<file path="config.mk">
export PLATFORM = sky130hd
export DESIGN_NAME = flash_evt_status_reg
export DESIGN_NICKNAME = d
export VERILOG_FILES = /design/src/rtl/flash_evt_pkg.sv /design/src/rtl/flash_evt_flag.sv /design/src/rtl/flash_irq_merge.sv /design/src/rtl/flash_cmd_lock.sv /design/src/rtl/flash_evt_status_reg.sv
export SDC_FILE = /design/constraint.sdc
export NUM_CORES = 1
export LEC_CHECK = 0
export ABC_AREA = 1
export BUFFER_PORTS_ARGS = -buffer_cell sky130_fd_sc_hd__buf_2
export CAP_MARGIN = 20
export CORE_MARGIN = 5
export CORE_UTILIZATION = 46
export DETAILED_ROUTE_END_ITERATION = 10
export HOLD_SLACK_MARGIN = 0.06
export MAX_ROUTING_LAYER = met4
export PLACE_DENSITY_LB_ADDON = 0.2
export SYNTH_ARGS = -nofsm -noshare
export SYNTH_HDL_FRONTEND = slang
export SYNTH_HIERARCHICAL = 1
export SYNTH_SLANG_ARGS = --single-unit
</file>
<file path="constraint.sdc">
create_clock -name clk -period 0.8 [get_ports clk]
set_input_delay 0.08 -clock clk [delete_from_list [all_inputs] [get_ports clk]]
set_output_delay 0.08 -clock clk [all_outputs]
set_load 0.01 [all_outputs]
</file>
<file path="src/rtl/flash_evt_pkg.sv">
package flash_evt_pkg;
  localparam int NUM_EVT = 4;
  localparam int REG_W   = 2 * NUM_EVT;

  // pair index k occupies bits {2k+1 enable, 2k flag}
  localparam int EV_ERS_TMO = 0;
  localparam int EV_ERS_DONE = 1;
  localparam int EV_PGM_TMO = 2;
  localparam int EV_PGM_DONE = 3;

  function automatic logic [REG_W-1:0] flag_mask();
    logic [REG_W-1:0] m;
    m = '0;
    for (int k = 0; k < NUM_EVT; k++) m[2*k] = 1'b1;
    return m;
  endfunction
endpackage

</file>
<file path="src/rtl/flash_evt_flag.sv">
module flash_evt_flag (
  input  logic clk,
  input  logic rst,
  input  logic set_i,
  input  logic kill_i,
  input  logic wr_i,
  input  logic wen_bit_i,
  input  logic wflag_bit_i,
  output logic en_o,
  output logic flag_o
);
  logic en_q, flag_q;
  logic clr_req;

  assign clr_req = wr_i && !wflag_bit_i;

  always_ff @(posedge clk) begin
    if (rst) begin
      en_q   <= 1'b0;
      flag_q <= 1'b0;
    end else begin
      if (wr_i) en_q <= wen_bit_i;
      if (kill_i)       flag_q <= 1'b0;
      else if (set_i)   flag_q <= 1'b1;
      else if (clr_req) flag_q <= 1'b0;
    end
  end

  assign en_o   = en_q;
  assign flag_o = flag_q;

  p_set_wins_r5: assert property (@(posedge clk) disable iff (rst)
    (set_i && !kill_i) |=> flag_o);
  p_clear_r4: assert property (@(posedge clk) disable iff (rst)
    (clr_req && !set_i) |=> !flag_o);
  p_hold_r4: assert property (@(posedge clk) disable iff (rst)
    (!set_i && !kill_i && !clr_req) |=> (flag_o == $past(flag_o)));
  p_kill_r6: assert property (@(posedge clk) disable iff (rst)
    kill_i |=> !flag_o);
  p_enable_r2: assert property (@(posedge clk) disable iff (rst)
    wr_i |=> (en_o == $past(wen_bit_i)));
endmodule

</file>
<file path="src/rtl/flash_irq_merge.sv">
module flash_irq_merge #(
  parameter int N = 4
) (
  input  logic         clk,
  input  logic         rst,
  input  logic [N-1:0] flag_i,
  input  logic [N-1:0] en_i,
  output logic         irq_o
);
  logic [N-1:0] live;
  logic         irq_q;

  assign live = flag_i & en_i;

  always_ff @(posedge clk) begin
    if (rst) irq_q <= 1'b0;
    else     irq_q <= |live;
  end

  assign irq_o = irq_q;

  p_irq_rise_r8: assert property (@(posedge clk) disable iff (rst)
    (|(flag_i & en_i)) |=> irq_o);
  p_irq_quiet_r8: assert property (@(posedge clk) disable iff (rst)
    !(|(flag_i & en_i)) |=> !irq_o);
endmodule

</file>
<file path="src/rtl/flash_cmd_lock.sv">
module flash_cmd_lock (
  input  logic clk,
  input  logic rst,
  input  logic sw_clr_i,
  input  logic flag_i,
  input  logic set_evt_i,
  input  logic reset_cmd_i,
  output logic lock_o
);
  logic arm, lock_q;

  assign arm = sw_clr_i && flag_i && !set_evt_i;

  always_ff @(posedge clk) begin
    if (rst)              lock_q <= 1'b0;
    else if (arm)         lock_q <= 1'b1;
    else if (reset_cmd_i) lock_q <= 1'b0;
  end

  assign lock_o = lock_q;

  p_lock_set_r9: assert property (@(posedge clk) disable iff (rst)
    (sw_clr_i && flag_i && !set_evt_i) |=> lock_o);
  p_lock_release_r9: assert property (@(posedge clk) disable iff (rst)
    (reset_cmd_i && !(sw_clr_i && flag_i && !set_evt_i)) |=> !lock_o);
  p_lock_idle_r9: assert property (@(posedge clk) disable iff (rst)
    (!reset_cmd_i && !sw_clr_i) |=> (lock_o == $past(lock_o)));
endmodule

</file>
<file path="src/rtl/flash_evt_status_reg.sv">
module flash_evt_status_reg
  import flash_evt_pkg::*;
(
  input  logic             clk,
  input  logic             rst,
  input  logic             bus_wr_en,
  input  logic [REG_W-1:0] bus_wr_data,
  input  logic             bus_rd_en,
  input  logic             bus_rd_rmw,
  output logic [REG_W-1:0] bus_rd_data,
  input  logic             seq_pgm_done,
  input  logic             seq_pgm_fail,
  input  logic             seq_pgm_tmo,
  input  logic             seq_ers_done,
  input  logic             seq_ers_tmo,
  input  logic             seq_reset_cmd,
  output logic             irq_o,
  output logic             cmd_lock_o
);
  localparam logic [REG_W-1:0] FMASK = flag_mask();

  logic [NUM_EVT-1:0] set_v, kill_v, en_v, flag_v;
  logic [REG_W-1:0]   view, rd_q;

  always_comb begin
    set_v = '0;
    set_v[EV_ERS_TMO]  = seq_ers_tmo;
    set_v[EV_ERS_DONE] = seq_ers_done;
    set_v[EV_PGM_TMO]  = seq_pgm_tmo;
    set_v[EV_PGM_DONE] = seq_pgm_done;
    kill_v = '0;
    kill_v[EV_PGM_DONE] = seq_pgm_fail;
  end

  for (genvar k = 0; k < NUM_EVT; k++) begin : g_pair
    flash_evt_flag u_flag (
      .clk         (clk),
      .rst         (rst),
      .set_i       (set_v[k]),
      .kill_i      (kill_v[k]),
      .wr_i        (bus_wr_en),
      .wen_bit_i   (bus_wr_data[2*k+1]),
      .wflag_bit_i (bus_wr_data[2*k]),
      .en_o        (en_v[k]),
      .flag_o      (flag_v[k])
    );
    assign view[2*k+1] = en_v[k];
    assign view[2*k]   = flag_v[k];
  end

  always_ff @(posedge clk) begin
    if (rst)            rd_q <= '0;
    else if (bus_rd_en) rd_q <= bus_rd_rmw ? (view | FMASK) : view;
  end

  assign bus_rd_data = rd_q;

  flash_irq_merge #(.N(NUM_EVT)) u_irq (
    .clk    (clk),
    .rst    (rst),
    .flag_i (flag_v),
    .en_i   (en_v),
    .irq_o  (irq_o)
  );

  flash_cmd_lock u_lock (
    .clk         (clk),
    .rst         (rst),
    .sw_clr_i    (bus_wr_en && !bus_wr_data[2*EV_PGM_DONE]),
    .flag_i      (flag_v[EV_PGM_DONE]),
    .set_evt_i   (seq_pgm_done),
    .reset_cmd_i (seq_reset_cmd),
    .lock_o      (cmd_lock_o)
  );

  p_rmw_flags_r7: assert property (@(posedge clk) disable iff (rst)
    (bus_rd_en && bus_rd_rmw) |=> ((bus_rd_data & FMASK) == FMASK));
  p_rd_hold_r10: assert property (@(posedge clk) disable iff (rst)
    !bus_rd_en |=> $stable(bus_rd_data));
  p_reset_r1: assert property (@(posedge clk)
    rst |=> (bus_rd_data == '0 && !irq_o && !cmd_lock_o));
endmodule

</file>
**Word-level counts from Yosys, hierarchy flattened**

Index checks and enable logic that the tools add are counted.

- Input port bits: 19
- Word-level logic and storage cells: 41
- Register bits: 18
- Output and inout port bits: 10

- Reduce and logical (&&, ||, !) cells: 18
- Bitwise logic cells: 1
- Multiplexer cells: 11

Operator list:

| cell | count |
|---|---|
| $mux W1 | 10 |
| $reduce_bool A2 Y1 | 5 |
| $mux W7 | 1 |
| $logic_and A1 B1 Y1 | 6 |
| $logic_not A1 Y1 | 5 |
| $and A4 B4 Y4 | 1 |
| $reduce_or A4 Y1 | 1 |
| $reduce_or A2 Y1 | 1 |

**Depth between registers and ports, before layout**

- Word-level depth: 5
- Depth in mapped cells: 4
- Depth with buffers taken out: 4

**Cells and area by module**

The synthesis kept the hierarchy.

Modules (own cells, without submodules):

| module | cells each | instances | area each (um2) |
|---|---|---|---|
| flash_evt_flag | 12 | 4 | 86.3 |
| flash_evt_status_reg | 40 | 1 | 309.0 |
| flash_cmd_lock | 6 | 1 | 50.0 |
| flash_irq_merge | 9 | 1 | 50.0 |

**Worst setup path after synthesis**

No wires, ideal clock.

- Path kind: register to register
- Start point: register g_pair[3].u_flag.flag_q
- End point: register u_irq.irq_q, in the netlist u_irq/irq_o
- Data required time: 0.689 ns
- Path slack: 0.147 ns
- Buffers on the path: 0
- Stages on the path, launching flop included: 5
- Data arrival time: 0.542 ns
- Library setup time: 0.111 ns
- Path through: dfxtp_1 -> nand2_1 -> nand2_1 -> nor2_1 -> nor2_1

- Cells in the longest elaborated chain, start to end: 2

RTL lines:

| item | line | text |
|---|---|---|
| from (decl) | flash_evt_flag.sv:12 | `logic en_q, flag_q;` |
| from (signal assigned) | flash_evt_flag.sv:20 | `flag_q <= 1'b0;` |
| from (signal assigned) | flash_evt_flag.sv:23 | `if (kill_i) flag_q <= 1'b0;` |
| from (signal assigned) | flash_evt_flag.sv:24 | `else if (set_i) flag_q <= 1'b1;` |
| $and A4 B4 Y4 | flash_irq_merge.sv:13 | `assign live = flag_i & en_i;` |
| $reduce_or A4 Y1 | flash_irq_merge.sv:17 | `else irq_q <= \|live;` |
| to (signal assigned) | flash_irq_merge.sv:17 |  |
| to (decl) | flash_irq_merge.sv:11 | `logic irq_q;` |

Every way passes these cells.
A chain may end at the register's enable or synchronous reset.

**Worst setup path in the final report**

- Start point: register rd_q[4], in the netlist bus_rd_data[4]
- End point: output bus_rd_data[4]

RTL lines:

| item | line | text |
|---|---|---|
| from (decl) | flash_evt_status_reg.sv:23 | `logic [REG_W-1:0] view, rd_q;` |
| from (signal assigned) | flash_evt_status_reg.sv:53 | `else if (bus_rd_en) rd_q <= bus_rd_rmw ? (view \| FMASK) : view;` |
| to (decl) | flash_evt_status_reg.sv:10 | `output logic [REG_W-1:0] bus_rd_data,` |

No word-level cell between the ends.

==> out/results.tsv <==
metric	value	unit
powerDensity	1600	nW/um2
crit_path_cell_trace	buf_6	
grt_first_pass_wirelength	3090	um
fin_nets	170	
slowest_stage	dfxtp_2	
port_buffers	28	
cp_num_buf_inv	1	
overflow	0	
clock.fmax	1230	MHz
n_antenna_cell	0	
ctsHoldBuffers	9	
ys_ff_latch	18	
num_rows	14	
postSynthAreaPerCell	7.32	um2
ant_nets	0	
grt_use_total	15.6	%
crit_fanout	2	
post-place-cells	149	
min_path_type	input pin to register	
detail_route.wl_per_cell	10.1	um
ys_seq_area_share	47.8	%
finalHoldViolCount	0	
drc	0	
outcome	finished, violations left	
switching_share	24.2	%
finalClockSkew	4.09	ps
initial_utilization	49.5	%
final_area	1160	um2
grt_pass1_vias	748	
hpwl	1160	um
register_area	375	um2
cts_tree	yes	
p_clk_share	29.5	%
finalWorstSetupSlack	-16.1	ps
cts.sinks	18	
path_delay_family	flip-flops	
max_stage_delay	340	ps
crit_arrival	740	ps
end_kind	output port	
ys_types	15	
synthCells	103	
ir_drop	0.00107	V
grt_max_degree	12	
root_buffer	clkbuf_4	
placed_area	931	um2
fin_crit_sh	102	%
rsz0062_at_grt	true	
stdcell_count	166	
avgViaCountPerCell	4.52	
clk_pin_slew	100	ps
syn2layout_area_growth	54.4	%
num_vias	750	
ys_warn_count	6	
first_pass_iters	4	
cp-start-kind	register	
period_minus_slack	816	ps
fp.dieH	50.5	um
pwr-share-comb	17.2	%
dieArea	2550	um2
violations	setup timing	
syn-cell-area	754	um2
clockBufferDepth	2	
ios	29	
seq_power_share	53.2	%
multi_input_comb_area	323	um2
setup_violations	9	
place_congestion	0.731	
fp.dieW	50.5	um
drt_iter0_drc	9	
timing.max_cap.violations	0	
wl	1680	um
drive_gt1_share	39.3	%
p_leak	0.596	nW
core_area	1520	um2
num-fill-cells	116	
critical_path_required	720	ps
clk_latency	290	ps
p_int	1.41	mW
htreeDepth	1	
drv_slew	0	
cts_buffers	3	
dp_slack	65.5	ps
antenna_found_initial	0	
criticalPathCategory	register to output port	
p_switching	0.449	mW
==> power groups by stage <==
stage,Combinational (mW),Sequential [mW],Clock [mW]
5_1_grt,0.357,0.998,0.626
3_3_place_gp,0.233,0.997,0
2_1_floorplan,0.117,1.01,0
4_1_cts,0.318,0.988,0.578
3_5_place_dp,0.239,0.998,0
6_report,0.321,0.990,0.550
==> cell usage after synthesis <==
cell type | number | area (um2)
a21oi_1 | 4 | 20.0
a21oi_2 | 5 | 43.8
conb_1 | 1 | 3.75
inv_1 | 16 | 60.1
o21ai_0 | 1 | 5.00
o21ai_1 | 6 | 30.0
nand3_2 | 1 | 10.0
nand2_4 | 1 | 11.3
dfxtp_1 | 18 | 360
nand2_1 | 23 | 86.3
buf_6 | 1 | 11.3
nor2_1 | 19 | 71.3
o21ai_2 | 1 | 8.76
inv_2 | 2 | 7.51
or2_0 | 4 | 25.0
==> registers in the layout (all words and copies together) (netlist names) <==
name and count:
bus_rd_data 8, g_pair.u_flag/en_o 4, g_pair.u_flag/flag_o 4, u_irq/irq_o 1
u_lock/lock_o 1
==> cell families after synthesis <==
kind of cell    Yosys count  synth area share [%]
compound gates           17                  14.3
other cells               1                 0.497
buf+inv                  19                  10.4
simple gates             48                  27.0
flops                    18                  47.8
==> layout by cell type (no fill, tap or decap), drive strengths merged <==
master / instances
a21oi: 9
buf: 33
nor2: 19
conb: 3
nand2: 24
dlygate4sd3: 9
nand3: 1
inv: 18
or2: 4
o21ai: 8
dfxtp: 18
clkbuf: 4
==> per-stage QoR <==
step | hold WS [ps] | power (mW) | TNS (ps) | util [%]
floorplan | 142 | 1.12 | 0 | -
global placement | 327 | 1.23 | 0 | 61.1
global route | 48.4 | 1.98 | -518 | 76.4
CTS | 54.1 | 1.88 | -253 | 75.3
finish | 51.1 | 1.86 | -110 | 76.4
detailed placement | 329 | 1.24 | 0 | 61.1
==> metal layers <==
layer / global-route usage, % / up-vias / wire length [um]
li1: - / 404 / -
met1: 19.6 / 324 / 742
met2: 24.4 / 20 / 811
met3: 2.96 / 2 / 115
met4: 6.38 / 0 / 10
met5: - / - / 0
==> final cells by class <==
type                    count  share of cell area, %
well taps                  16                   1.72
multi-input cells          68                   27.7
clock buffers               4                   3.11
flip-flops and latches     18                   32.2
repair buffers             42                   29.4
inverters                  18                   5.80
==> path summary, 6_finish.rpt <==
kind	startpoint	to	slack, ps	depth (start not counted)
worst max-delay path	bus_rd_data[4]	bus_rd_data[4]	-20	1
worst min-delay path	seq_pgm_fail	g_pair[3].u_flag/flag_o	50	3
worst max register to register	bus_rd_data[3]	bus_rd_data[3]	80	3
worst min register to register	g_pair[2].u_flag/flag_o	g_pair[2].u_flag/flag_o	490	2
==> repair_timing <==
action | 4_1_cts | 5_1_grt
gates resized for setup | 18 | 4
buffers inserted | 3 | 1
endpoints found under the setup margin | 10 | 11
hold endpoints to repair | 9 | 1
==> worst min-delay path, stage by stage <==
cell and delay, ps:
buf_2 70, or2_0 120, a21oi_2 40
Note: power is estimated with default switching activity, not from simulation.
